$ cat src/rtl/banked_dmem.sv
module banked_dmem #(
  parameter int          DIR_W     = 7,
  parameter int          DATA_W    = 8,
  parameter logic [3:0]  PAGE_EN   = 4'b0111,
  parameter logic [6:0]  GPR_BASE  = 7'h20,
  parameter logic [6:0]  ALIAS_OFS = 7'h00,
  parameter logic [6:0]  STAT_OFS  = 7'h03,
  parameter logic [6:0]  PTR_OFS   = 7'h04,
  parameter int          IRP_BIT   = 7,
  parameter int          RP1_BIT   = 6,
  parameter int          RP0_BIT   = 5
) (
  input  logic              clk,
  input  logic              rst_n,
  input  logic [DIR_W-1:0]  acc_addr,
  input  logic              wr_en,
  input  logic [DATA_W-1:0] wr_data,
  input  logic              bit_en,
  input  logic [2:0]        bit_idx,
  input  logic              bit_val,
  output logic [DATA_W-1:0] rd_data,
  output logic [DIR_W+1:0]  eff_addr
);
  localparam int AW    = DIR_W + 2;
  localparam int DEPTH = 1 << AW;

  logic [DATA_W-1:0] stat_q, ptr_q, stat_nxt;
  logic [DATA_W-1:0] ram [DEPTH];

  wire indirect = (acc_addr == ALIAS_OFS);

  assign eff_addr = indirect ? {stat_q[IRP_BIT], ptr_q[DIR_W:0]}
                             : {stat_q[RP1_BIT], stat_q[RP0_BIT], acc_addr};

  wire [DIR_W-1:0] ofs  = eff_addr[DIR_W-1:0];
  wire [1:0]       page = eff_addr[AW-1:DIR_W];

  wire hit_stat = (ofs == STAT_OFS);
  wire hit_ptr  = (ofs == PTR_OFS);
  wire hit_ram  = PAGE_EN[page] && (ofs >= GPR_BASE);

  assign rd_data = hit_stat ? stat_q :
                   hit_ptr  ? ptr_q  :
                   hit_ram  ? ram[eff_addr] : '0;

  always_comb begin
    stat_nxt = (wr_en && hit_stat) ? wr_data : stat_q;
    if (bit_en) stat_nxt[bit_idx] = bit_val;
  end

  always_ff @(posedge clk or negedge rst_n) begin
    if (!rst_n) begin
      stat_q <= '0;
      ptr_q  <= '0;
    end else begin
      stat_q <= stat_nxt;
      if (wr_en && hit_ptr) ptr_q <= wr_data;
    end
  end

  always_ff @(posedge clk) begin
    if (wr_en && hit_ram) ram[eff_addr] <= wr_data;
  end
endmodule

$ cat config.mk
export PLATFORM = sky130hd
export DESIGN_NAME = banked_dmem
export DESIGN_NICKNAME = d
export VERILOG_FILES = /design/src/rtl/banked_dmem.sv
export SDC_FILE = /design/constraint.sdc
export NUM_CORES = 2
export LEC_CHECK = 0
export ABC_AREA = 1
export BUFFER_PORTS_ARGS = -buffer_cell sky130_fd_sc_hd__buf_2
export CAP_MARGIN = 20
export CORE_MARGIN = 4
export CORE_UTILIZATION = 62
export CTS_CLUSTER_DIAMETER = 200
export CTS_CLUSTER_SIZE = 20
export DETAILED_ROUTE_END_ITERATION = 16
export PLACE_DENSITY_LB_ADDON = 0.3
export SLEW_MARGIN = 15
export SYNTH_ARGS = -nofsm -noshare
export SYNTH_HDL_FRONTEND = slang
export SYNTH_SLANG_ARGS = --single-unit
$ cat constraint.sdc
create_clock -name clk -period 3.15 [get_ports clk]
set_clock_uncertainty 0.05 [all_clocks]
set_input_delay 0.315 -clock clk [delete_from_list [all_inputs] [get_ports clk]]
set_output_delay 0.315 -clock clk [all_outputs]
set_load 0.03 [all_outputs]
## Word level (Yosys, flattened, before mapping)

Memory sizes are Yosys's and may differ from the RTL's.
Cells that the tools add are included.

| word-level totals | value |
|---|---|
| register bits after elaboration | 16 |
| latch bits | 0 |
| RAM bits | 4096 |
| memory bits (read-only) | 0 |
| bits of input ports | 23 |
| word-level logic and storage cells | 28 |
| memories kept | 1 |

Memories:

| memory | words | width | read ports | clocked after Yosys merged registers in | wr ports | RTL line | source |
|---|---|---|---|---|---|---|---|
| ram | 512 | 8 | 1 | 0 | 1 | 28 | `logic [DATA_W-1:0] ram [DEPTH];` |

| cells by class | value |
|---|---|
| $add $sub $neg | 0 |
| $mul | 0 |
| divide/modulo/power cells | 0 |
| order comparisons | 4 |
| equal/unequal tests | 2 |
| shifts and indexed selects | 0 |
| muxes and demuxes | 13 |
| bitwise logic cells | 0 |
| reduce and logical (&&, ||, !) cells | 6 |

Operator list:

| operator | count |
|---|---|
| 8-bit two-way mux | 5 |
| 9-bit two-way mux | 1 |
| 8-bit bitwise mux | 1 |
| 7-bit by 2-bit equality test with 1-bit output (second input constant) | 1 |
| 7-bit by 3-bit equality test with 1-bit output (second input constant) | 1 |
| 7-bit by 6-bit >= comparator with 1-bit output (second input constant) | 1 |
| 7-bit zero test | 1 |
| 1-bit logical AND | 5 |
| 3-bit by 4-bit less-than comparator with 1-bit output (second input constant) | 1 |
| 1-bit two-way mux | 4 |
| 1-bit demux with 3-bit select | 1 |
| 3-bit by 1-bit >= comparator with 1-bit output (second input constant) | 1 |
| 2-bit by 3-bit less-than comparator with 1-bit output (second input constant) | 1 |
| 1-bit binary-select mux with 2-bit select | 1 |

## Longest topological paths before layout

| logic depth | value |
|---|---|
| depth after elaboration | 8 |
| gate-level depth with buffers | 24 |

## Worst setup path after synthesis

Ideal clock, no wire load.

| timing path | value |
|---|---|
| path type | in2reg |
| start | input acc_addr[0] |
| end | memory ram[205][0] (enable) |
| setup time | 0.370 ns |
| arrival time | 2.657 ns |
| required time | 2.730 ns |
| setup slack | 0.073 ns |
| stages on the path | 15 |
| path buffers | 4 |
| cells stage by stage | inv_2 > nand2_1 > nor2_2 > nand2_2 > inv_2 > nand2_1 > nand2_1 > nand2_1 > inv_1 > buf_2 > buf_2 > buf_2 > nand2_1 > buf_2 > nor2_1 |

| on the way | value |
|---|---|
| elaborated cells on any way between the ends | 9 |

RTL lines:

| what | RTL line | source |
|---|---|---|
| start, declared | 15 | `input logic [DIR_W-1:0] acc_addr,` |
| 7-bit zero test (*) | 30 | `wire indirect = (acc_addr == ALIAS_OFS);` |
| 9-bit two-way mux (*) | 32 | `assign eff_addr = indirect ? {stat_q[IRP_BIT], ptr_q[DIR_W:0]}` |
| named net eff_addr[3] | 22 | `output logic [DIR_W+1:0] eff_addr` |
| 7-bit by 6-bit >= comparator with 1-bit output | 40 | `wire hit_ram = PAGE_EN[page] && (ofs >= GPR_BASE);` |
| 1-bit logical AND | 40 |  |
| 1-bit logical AND | 62 | `if (wr_en && hit_ram) ram[eff_addr] <= wr_data;` |
| 1-bit two-way mux | 62 |  |
| 1-bit two-way mux (implied by the code) | 62 |  |
| end, declared | 28 |  |

The timed path passes the listed nets; every way through them passes the cells marked *. The select of a mux whose other input is x is not followed.

## Worst setup path in the final report

| timing path | value |
|---|---|
| start | register ptr_q[0] |
| end | output rd_data[2] |

| on the way | value |
|---|---|
| cells in the longest elaborated chain, start to end | 6 |
| elaborated cells on any way between the ends | 9 |

Ends and longest elaborated chain:

| what | RTL line | source |
|---|---|---|
| start, declared | 27 | `logic [DATA_W-1:0] stat_q, ptr_q, stat_nxt;` |
| start signal, assigned | 57 | `if (wr_en && hit_ptr) ptr_q <= wr_data;` |
| 9-bit two-way mux (*) | 32 |  |
| parallel branches: the longest is 4 deep, another holds memory 512 x 8 bit | n/a |  |
| 8-bit two-way mux (*) | 42 | `assign rd_data = hit_stat ? stat_q :` |
| end, declared | 21 | `output logic [DATA_W-1:0] rd_data,` |

Every way passes the cells marked *.

==> metrics.cfg <==
[route]
vias=91600
wirelength_um=362000
first_pass_iters=7
ant_nets=0
drtIter0Drc=13800
vias_per_cell=5.71
wire_per_inst_um=22.6
drc=0

[clock_tree]
root_buffer=clkbuf_16
cts_tree=yes
cts.sinks=3056
worstSkewPairLatency_ps=880
clock_path_buffers=3
clk_pin_slew_ps=100
numCtsBuffers=170
cts_htree_levels=4

[sta]
fin_crit_sh_pct=144
setup-violations-final=8
holdWs_ps=390
clock.fmax_mhz=221
slew_viol_final=0
setup_ws_ps=-1380
hold_viol_final=0
setup_tns_ps=-10370
period_needed_ps=4530
worstMarginPinSlew_ps=994
slew_headroom_pct=33.7
rsz0062_at_grt=yes

[pwr]
p_total_mw=75.7
power.density_mw_per_mm2=509
ir_drop_v=0.000627
p_leak_nw=60.8

[yosys]
synth_seq_cells=3056
synth-main-ff-cell=edfxtp_1
ys_seq_area_share_pct=72.0
avgSynthCellArea_um2=10.7
syn_area_mm2=0.127
async_flop_share_pct=0.524
synth.top_cell.area_share_pct=71.6
synth_cell_types=31
synth_edf_count=3040
yosysTopAreaCell=edfxtp_1
synthTopCellsByArea=edfxtp_1 72%, nand2_1 11%, nor2_1 5.1%
yosys_warnings=0
syn_inst=11900

[finish]
layout_common_cells=3,752 x nand2_1, 3,040 x edfxtp_1, 1,554 x nor2_1
drive_gt1_share_pct=12.5
final_core_util_pct=72.7
synthToLayoutAreaGrowth_pct=16.8
n_fill_cell=13400
layout_commonest_cell=nand2_1
nNetsFinal=13300

[min_path]
hold_depth=2
hold_path.class=primary input to flop

[global_route]
overflow=0
grt_usage_pct=33.9
grt_max_degree=118
grt_pass1_vias=89100
antenna_found_initial=11
grt_pass1_wl_um=537000

[floorplan]
core_mm2=0.205
die_area_mm2=0.213
initial_core_util_pct=62.3
num_rows=166
die_w_um=461
die_height_um=461
io_pins=40

[outcome]
violations=setup timing
status=finished with violations

[setup_path]
cp.arrival_ps=4170
r2r_cells=12
critPathLaunchType=flop
worstPathRequired_ps=2780
crit_fanout=12
crit_type=flop to output port
endpoint_kind=output port

[placed_design]
place_ws_ps=-1550
place.gp.congestion=0.967
hpwlAfterDp_um=226000
port_buffers=39

[flow_run]
drv_cap=0

==> metal layers <==
layer | GRT usage (%) | vias up | routed length (um) | part of all wire, %
met5 | 0 | - | 70 | 0.019
met4 | 19.4 | 10 | 24200 | 6.7
met3 | 6.75 | 1104 | 43000 | 12
met2 | 53.3 | 5958 | 167000 | 46
met1 | 44.4 | 43500 | 128000 | 35
li1 | - | 41000 | - | -
==> cell families after synthesis <==
group	count (synthesis)	synth area share, %
AOI/OAI and AO/OA	1135	4.61
and+or+nand+nor	5976	18.1
other	1	0.00294
buffers and inverters	1686	5.29
DFF	3056	72.0
==> state kept, by name, indices dropped and copies added, names as in the netlist <==
register and flops:
ptr_q 8, ram 3040, stat_q 8
==> final timing paths <==
kind,startpoint,end,slack [ps]
worst min register to register,ptr_q[1],ptr_q[1],560
worst max-delay path,ptr_q[0],rd_data[2],-1380
min in group asynchronous,rst_n,stat_q[1],710
max in group asynchronous,rst_n,stat_q[6],1830
worst min-delay path,wr_data[1],ram[143][1],390
worst max register to register,ptr_q[0],ram[310][4],30
==> cells in the mapped netlist (43+ instances only) <==
master    instances
edfxtp_1       3040
buf_2           263
nand2_1        3822
nand4_1          43
nor2_1         1738
o21ai_1         114
inv_1          1077
clkbuf_1        259
nand3_1         336
buf_1            56
o211ai_1         72
o21ai_0         931
==> worst max-delay path, stage by stage (launching register included) <==
cell     delay, ps
dfrtp_1        430
inv_2           80
nand3_4        150
nand2_8        230
buf_6          160
buf_12         150
nor2_1          60
o21ai_1        200
nand2_1        170
nand2_1        110
nand2_1         90
o21ai_2        160
buf_4          160
nand2_1        100
nor2_1         160
nor2_1          90
buf_4          140
nor2_2         160
nand3_2        100
nand3_2        100
buf_6          140
buf_6          130
==> through the flow <==
stage / std cells / area [um2]
CTS: 16000 / 148000
floorplan: 12600 / 130000
global placement: 15800 / 141000
global route: 16000 / 149000
detailed placement: 15800 / 141000
finish: 16000 / 149000
==> where the power goes <==
group / leakage, nW / internal, mW / total (mW) / switching [mW]
Sequential: 28.1 / 45.6 / 45.8 / 0.232
Combinational: 30.5 / 2.40 / 7.39 / 5.00
Clock: 2.24 / 9.96 / 22.6 / 12.6
==> area by class of cell <==
cell class	count	area, um2	share of cell area (%)
clock buffers	186	4360	2.93
clock inverters	12	229	0.154
diodes	7	17.5	0.0118
multi-input cells	7848	33000	22.2
inverters	1088	4110	2.76
flip-flops and latches	3056	91700	61.6
repair buffers	1152	12100	8.12
well taps	2688	3360	2.26
==> repair_timing <==
item / 4_1_cts / 5_1_grt
endpoints found under the hold margin: 373 / 0
gates cloned: 20 / 2
setup endpoints to repair: 1026 / 827
pin swaps: 60 / 39
hold buffers: 19 / 0
resized for setup: 357 / 171
setup buffers: 36 / 9
Note: power is estimated with default switching activity, not from simulation.
